File: config.mk
export PLATFORM = sky130hd
export DESIGN_NAME = pwm_gen
export DESIGN_NICKNAME = d
export VERILOG_FILES = /design/src/rtl/pwm_pkg.sv /design/src/rtl/pwm_period_ctr.sv /design/src/rtl/pwm_duty_hold.sv /design/src/rtl/pwm_out_stage.sv /design/src/rtl/pwm_gen.sv
export SDC_FILE = /design/constraint.sdc
export NUM_CORES = 1
export LEC_CHECK = 0
export BUFFER_PORTS_ARGS = -buffer_cell sky130_fd_sc_hd__buf_4
export CAP_MARGIN = 40
export CORE_AREA = 4 4 41 43
export CTS_CLUSTER_SIZE = 16
export DETAILED_ROUTE_END_ITERATION = 8
export DIE_AREA = 0 0 45 47
export SYNTH_ARGS = -nofsm -noshare
export SYNTH_HDL_FRONTEND = slang
export SYNTH_SLANG_ARGS = --single-unit
File: constraint.sdc
create_clock -name clk -period 2.1 [get_ports clk]
set_input_delay 0.525 -clock clk [delete_from_list [all_inputs] [get_ports clk]]
set_output_delay 0.525 -clock clk [all_outputs]
set_load 0.01 [all_outputs]
File: src/rtl/pwm_pkg.sv
package pwm_pkg;

    // Modulation period in clocks for a given level count.
    function automatic int period_of(input int levels);
        return levels - 1;
    endfunction

    // Width of the period counter and of the on-time input.
    function automatic int cnt_width(input int levels);
        return (levels < 2) ? 1 : $clog2(levels);
    endfunction

endpackage

File: src/rtl/pwm_period_ctr.sv
module pwm_period_ctr
    import pwm_pkg::*;
#(
    parameter int NUM_LEVELS = 5,
    localparam int CW     = cnt_width(NUM_LEVELS),
    localparam int PERIOD = period_of(NUM_LEVELS)
) (
    input  logic          clk,
    input  logic          rst_n,
    input  logic          run,
    output logic [CW-1:0] cnt,
    output logic          start
);

    typedef struct packed {
        logic [CW-1:0] cnt;
    } ctr_state_t;

    ctr_state_t st_d, st_q;

    always_comb begin
        st_d = st_q;
        if (!run) begin
            st_d.cnt = '0;                       // held at zero while disabled
        end else if (st_q.cnt == CW'(PERIOD - 1)) begin
            st_d.cnt = '0;                       // wrap at end of period
        end else begin
            st_d.cnt = st_q.cnt + CW'(1);
        end
    end

    always_ff @(posedge clk or negedge rst_n) begin
        if (!rst_n) begin
            st_q <= '0;
        end else begin
            st_q <= st_d;
        end
    end

    assign cnt   = st_q.cnt;
    assign start = (st_q.cnt == '0);

endmodule

File: src/rtl/pwm_duty_hold.sv
module pwm_duty_hold
    import pwm_pkg::*;
#(
    parameter int NUM_LEVELS = 5,
    localparam int CW = cnt_width(NUM_LEVELS)
) (
    input  logic          clk,
    input  logic          rst_n,
    input  logic          run,
    input  logic          start,
    input  logic [CW-1:0] duration,
    output logic [CW-1:0] eff_duty,
    output logic [CW-1:0] held_duty
);

    typedef struct packed {
        logic [CW-1:0] duty;
    } hold_state_t;

    hold_state_t st_d, st_q;

    // At a period start the live input applies; otherwise the sampled value.
    always_comb begin
        eff_duty = start ? duration : st_q.duty;
        st_d     = st_q;
        if (run) begin
            st_d.duty = eff_duty;
        end
    end

    always_ff @(posedge clk or negedge rst_n) begin
        if (!rst_n) begin
            st_q <= '0;
        end else begin
            st_q <= st_d;
        end
    end

    assign held_duty = st_q.duty;

endmodule

File: src/rtl/pwm_out_stage.sv
module pwm_out_stage
    import pwm_pkg::*;
#(
    parameter int NUM_LEVELS = 5,
    localparam int CW = cnt_width(NUM_LEVELS)
) (
    input  logic          clk,
    input  logic          rst_n,
    input  logic          run,
    input  logic [CW-1:0] cnt,
    input  logic [CW-1:0] eff_duty,
    input  logic [CW-1:0] duration,
    output logic          pwm_out
);

    typedef struct packed {
        logic out;
    } out_state_t;

    out_state_t st_d, st_q;

    always_comb begin
        st_d = st_q;
        if (run) begin
            // High during the first eff_duty counts; a duty at or above the
            // period keeps every count below it, so the output never drops.
            st_d.out = (cnt < eff_duty);
        end else begin
            st_d.out = (duration != '0);
        end
    end

    always_ff @(posedge clk or negedge rst_n) begin
        if (!rst_n) begin
            st_q <= '0;
        end else begin
            st_q <= st_d;
        end
    end

    assign pwm_out = st_q.out;

endmodule

File: src/rtl/pwm_gen.sv
module pwm_gen
    import pwm_pkg::*;
#(
    parameter int NUM_LEVELS = 5,
    localparam int CW = cnt_width(NUM_LEVELS)
) (
    input  logic          clk,
    input  logic          rst_n,
    input  logic          enable,
    input  logic [CW-1:0] duration,
    output logic          pwm_out
);

    logic [CW-1:0] cnt_q;
    logic          period_start;
    logic [CW-1:0] eff_duty;
    logic [CW-1:0] dur_q;

    pwm_period_ctr #(.NUM_LEVELS(NUM_LEVELS)) u_ctr (
        .clk   (clk),
        .rst_n (rst_n),
        .run   (enable),
        .cnt   (cnt_q),
        .start (period_start)
    );

    pwm_duty_hold #(.NUM_LEVELS(NUM_LEVELS)) u_hold (
        .clk       (clk),
        .rst_n     (rst_n),
        .run       (enable),
        .start     (period_start),
        .duration  (duration),
        .eff_duty  (eff_duty),
        .held_duty (dur_q)
    );

    pwm_out_stage #(.NUM_LEVELS(NUM_LEVELS)) u_out (
        .clk      (clk),
        .rst_n    (rst_n),
        .run      (enable),
        .cnt      (cnt_q),
        .eff_duty (eff_duty),
        .duration (duration),
        .pwm_out  (pwm_out)
    );

endmodule

; ---- Word level (Yosys, flattened, before mapping)
; Index checks and enable logic that the tools add are counted.
[word_totals]
reg_bits = 7
inputBits = 6
output_inout_bits = 1
[op_classes]
n_addsub = 1
n_lt_le_gt_ge = 1
n_eq_ne = 1
muxes = 4
reduce_logical = 2
[op_table]
columns = cell, n
row1 = two-way mux 3 bit, 3
row2 = "adder 3 x 1 -> 3 bit, second input constant", 1
row3 = "== test 3 x 2 -> 1 bit, second input constant", 1
row4 = zero test 3 bit, 1
row5 = less-than comparator 3 bit, 1
row6 = nonzero test 3 bit, 1
row7 = two-way mux 1 bit, 1

; ---- Depth between registers and ports, before layout
[depth]
word_depth = 4
mapped_depth = 8

; ---- Modules after synthesis
; Synthesis repeated with hierarchy kept, for this count alone.
[hier_totals]
cells_unflattened = 35
area_unflattened_um2 = 386.6
[by_module_without_submodules]
columns = mod, n_inst, cells_each, area_per_inst_um2
row1 = pwm_duty_hold, 1, 10, 148.9
row2 = pwm_period_ctr, 1, 14, 147.6
row3 = pwm_out_stage, 1, 11, 90.1

; ---- Worst setup path before layout
; No wires, ideal clock.
[synth_path]
kind = register to register
from = reg u_ctr.st_q, in the netlist u_ctr.cnt[0]
to = reg u_out.st_q (netlist: u_out.pwm_out)
t_arrival_ns = 1.482
required_time_ns = 1.997
slack_ns = 0.515
stages_incl_launch_ff = 8
n_path_buf = 0
period_less_slack_ns = 1.585
path_cell_list = dfrtp_1 > inv_1 > ha_1 > nor2b_4 > mux2i_1 > ha_1 > o311a_1 > o41ai_2
[synth_between]
elab_chain_cells = 4
[synth_rtl]
columns = element, line_no
row1 = "start, declared", pwm_period_ctr.sv:19  ; ctr_state_t st_d, st_q;
row2 = "start signal, assigned", pwm_period_ctr.sv:36  ; st_q <= st_d;
row3 = zero test 3 bit, pwm_period_ctr.sv:41  ; assign start = (st_q.cnt == '0);
row4 = two-way mux 3 bit, pwm_duty_hold.sv:24  ; eff_duty = start ? duration : st_q.duty;
row5 = less-than comparator 3 bit (*), pwm_out_stage.sv:27  ; st_d.out = (cnt < eff_duty);
row6 = two-way mux 1 bit (*), pwm_out_stage.sv:24  ; if (run) begin
row7 = named net u_out.st_d, pwm_out_stage.sv:20  ; out_state_t st_d, st_q;
row8 = "end signal, assigned", pwm_out_stage.sv:37  ; st_q <= st_d;
row9 = "end, declared", pwm_out_stage.sv:20
; The timed path passes the listed nets; every way through them passes the cells marked *.
; A chain may end at the register's enable or synchronous reset.

; ---- Worst setup path after layout
; Same ends and word-level chain as after synthesis.

==> metrics.yaml <==
run:
  drv_cap: 0
placement:
  place.gp.congestion: 0.679
  dpl_cell_area_um2: 459
  dpl.hpwl_um: 510
  portBuffers: 6
  placedCellCount: 55
outcome:
  status: "complete, no violations"
synthesis:
  synth.top_cell.area_share: 0.443
  synth_common_cells: "7 x dfrtp_1, 6 x inv_1, 4 x ha_1"
  synth_largest_area_cell: "dfrtp_1"
  ys_ff_latch: 7
  synthCells: 34
  yosys-top-cells-area: "dfrtp_1 44%, ha_1 13%, mux2_2 8.5%"
  synth_ff_type: "dfrtp_1"
  synth_nets: 44
  synth_edf_count: 0
  yosysMostFrequentCell: "dfrtp_1"
  synth.avg_cell_area_um2: 11.6
  synth-warning-count: 0
  ys_seq_area_frac: 0.443
  yosysUniqueCellTypes: 16
  ys_async_sr_fraction: 1.00
  netlist_area_um2: 395
global_route:
  grt_overflow: 0
  grt_max_degree: 8
  antenna_found_initial: 0
  track_usage: 0.0740
  grt_pass1_wl_um: 1010
  grt_pass1_vias: 258
die:
  start_util: 0.304
  die-area_mm2: 0.00212
  std_cell_rows: 13
  dieWidth_um: 45
  io_pins: 7
  die_h_um: 47
  coreArea_mm2: 0.00130
drt:
  dr_total_vias: 264
  routedWlPerCell_um: 10.6
  routed_wl_um: 623
  ant_nets: 0
  dr.pass1.iters: 2
  via_per_inst: 4.47
  drc: 0
  drtIter0Drc: 5
worst_hold_path:
  min_path_type: "in2async"
final_layout:
  antennaDiodeCount: 0
  nets: 55
  layout-drive-gt1-share: 0.364
  synthToLayoutAreaGrowth_pct: 23.1
  stdcell_count: 59
  final_cell_area_um2: 487
setup_path:
  worstPathMaxFanout: 5
  cp.required_ns: 2.25
  crit_arrival_ns: 1.88
  r2r_start: "u_ctr.cnt[0]"
  crit_type: "reg2reg"
  end_kind: "flip-flop"
  start_kind: "flip-flop"
  critPathLaunch: "u_ctr.cnt[0]"
timing:
  hold_violations: 0
  post-route-period-util: 0.825
  setup_viol: 0
  fin_skew_ns: 0.00412
  finalSetupTns_ns: 0
  tightestPinTransition_ns: 0.243
  slew_viol_final: 0
  maxSlewHeadroom: 0.837
  max_freq_mhz: 577
  rsz0062_at_grt: "no"
  min_period_ns: 1.73
cts:
  hold_buffers: 0
  cts_setup_buffers: 0
  insertion_delay_ns: 0.25
  clockBufferDepth: 2
  cts-resized-gates: 0
  clkTransAtPathRegs_ns: 0.05
  numCtsBuffers: 3
  ctsRootBufferMaster: "clkbuf_4"
  htreeDepth: 1
  cts_sinks: 7
  cts_tree: "built"
power:
  p_per_area_mw_per_mm2: 798
  p_leak_nw: 0.250
  ir_worst_vdd_mv: 0.287
[flip-flops by register name, summed over array words and instances (netlist names)]
| signal | flops |
|---|---|
| u_ctr.cnt | 3 |
| u_hold.held_duty | 3 |
| u_out.pwm_out | 1 |
[kinds of logic (layout without fill, tap and decap cells)]
group,count (synthesis),count (layout),synth area share
buffers and inverters,6,16,0.0570
and+or+nand+nor,8,8,0.146
muxes,5,5,0.136
AOI/OAI and AO/OA,4,4,0.0918
DFF,7,7,0.443
adders and majority gates,4,4,0.127
[layer usage]
layer  GRT usage  wire (um)
met1      0.0721        281
met2       0.102        275
met3      0.0651         66
met4      0.0526          0
met5           0          0
[cell type report]
class	instances	area, um^2
Clock buffer	3	22.5
Clock inverter	1	5.00
Fill cell	139	815
Inverter	6	22.5
Multi-Input combinational cell	21	198
Sequential cell	7	175
Tap cell	15	18.8
Timing Repair Buffer	6	45.0
[cell usage in the layout, fill, tap and decap left out, drive strengths merged, types with 2 or more instances in the layout]
cell	netlist	layout
dfrtp	7	7
inv	6	6
buf	0	6
ha	4	4
mux2	3	3
clkbuf	0	3
mux2i	2	2
nor2	2	2
[power by group]
group | internal (mW) | switching (mW) | total [mW]
sequential | 0.158 | 0.0117 | 0.170
combinational | 0.0560 | 0.0430 | 0.0990
clock | 0.0695 | 0.0502 | 0.120
total | 0.283 | 0.105 | 0.388
[critical path, stage by stage, from the launching register on]
cell	delay, ns
dfrtp_1	0.41
inv_1	0.07
ha_1	0.17
nor2b_4	0.20
mux2i_1	0.21
ha_1	0.25
nor3b_1	0.20
a21oi_1	0.07
o41ai_2	0.05
[final timing paths]
kind | to | slack [ns] | depth (start not counted)
worst max register to register | u_out.pwm_out | 0.37 | 8
min in group clk | u_hold.held_duty[1] | 0.50 | 1
worst min-delay path | u_ctr.cnt[1] | 0.07 | 1
max in group asynchronous | u_ctr.cnt[2] | 1.90 | 1
worst max-delay path | u_out.pwm_out | 0.37 | 8
worst min register to register | u_hold.held_duty[1] | 0.50 | 1
[metrics by stage]
stage	util	setup WS [ns]	total power, mW	hold WS [ns]
after floorplan	-	0.515	0.242	0.229
after global placement	0.353	0.372	0.271	0.342
after detailed placement	0.353	0.390	0.272	0.342
after CTS	0.374	0.358	0.397	0.0652
after global routing	0.374	0.255	0.423	0.0569
final	0.374	0.368	0.388	0.0736
Power figures use the tool's default switching activity.
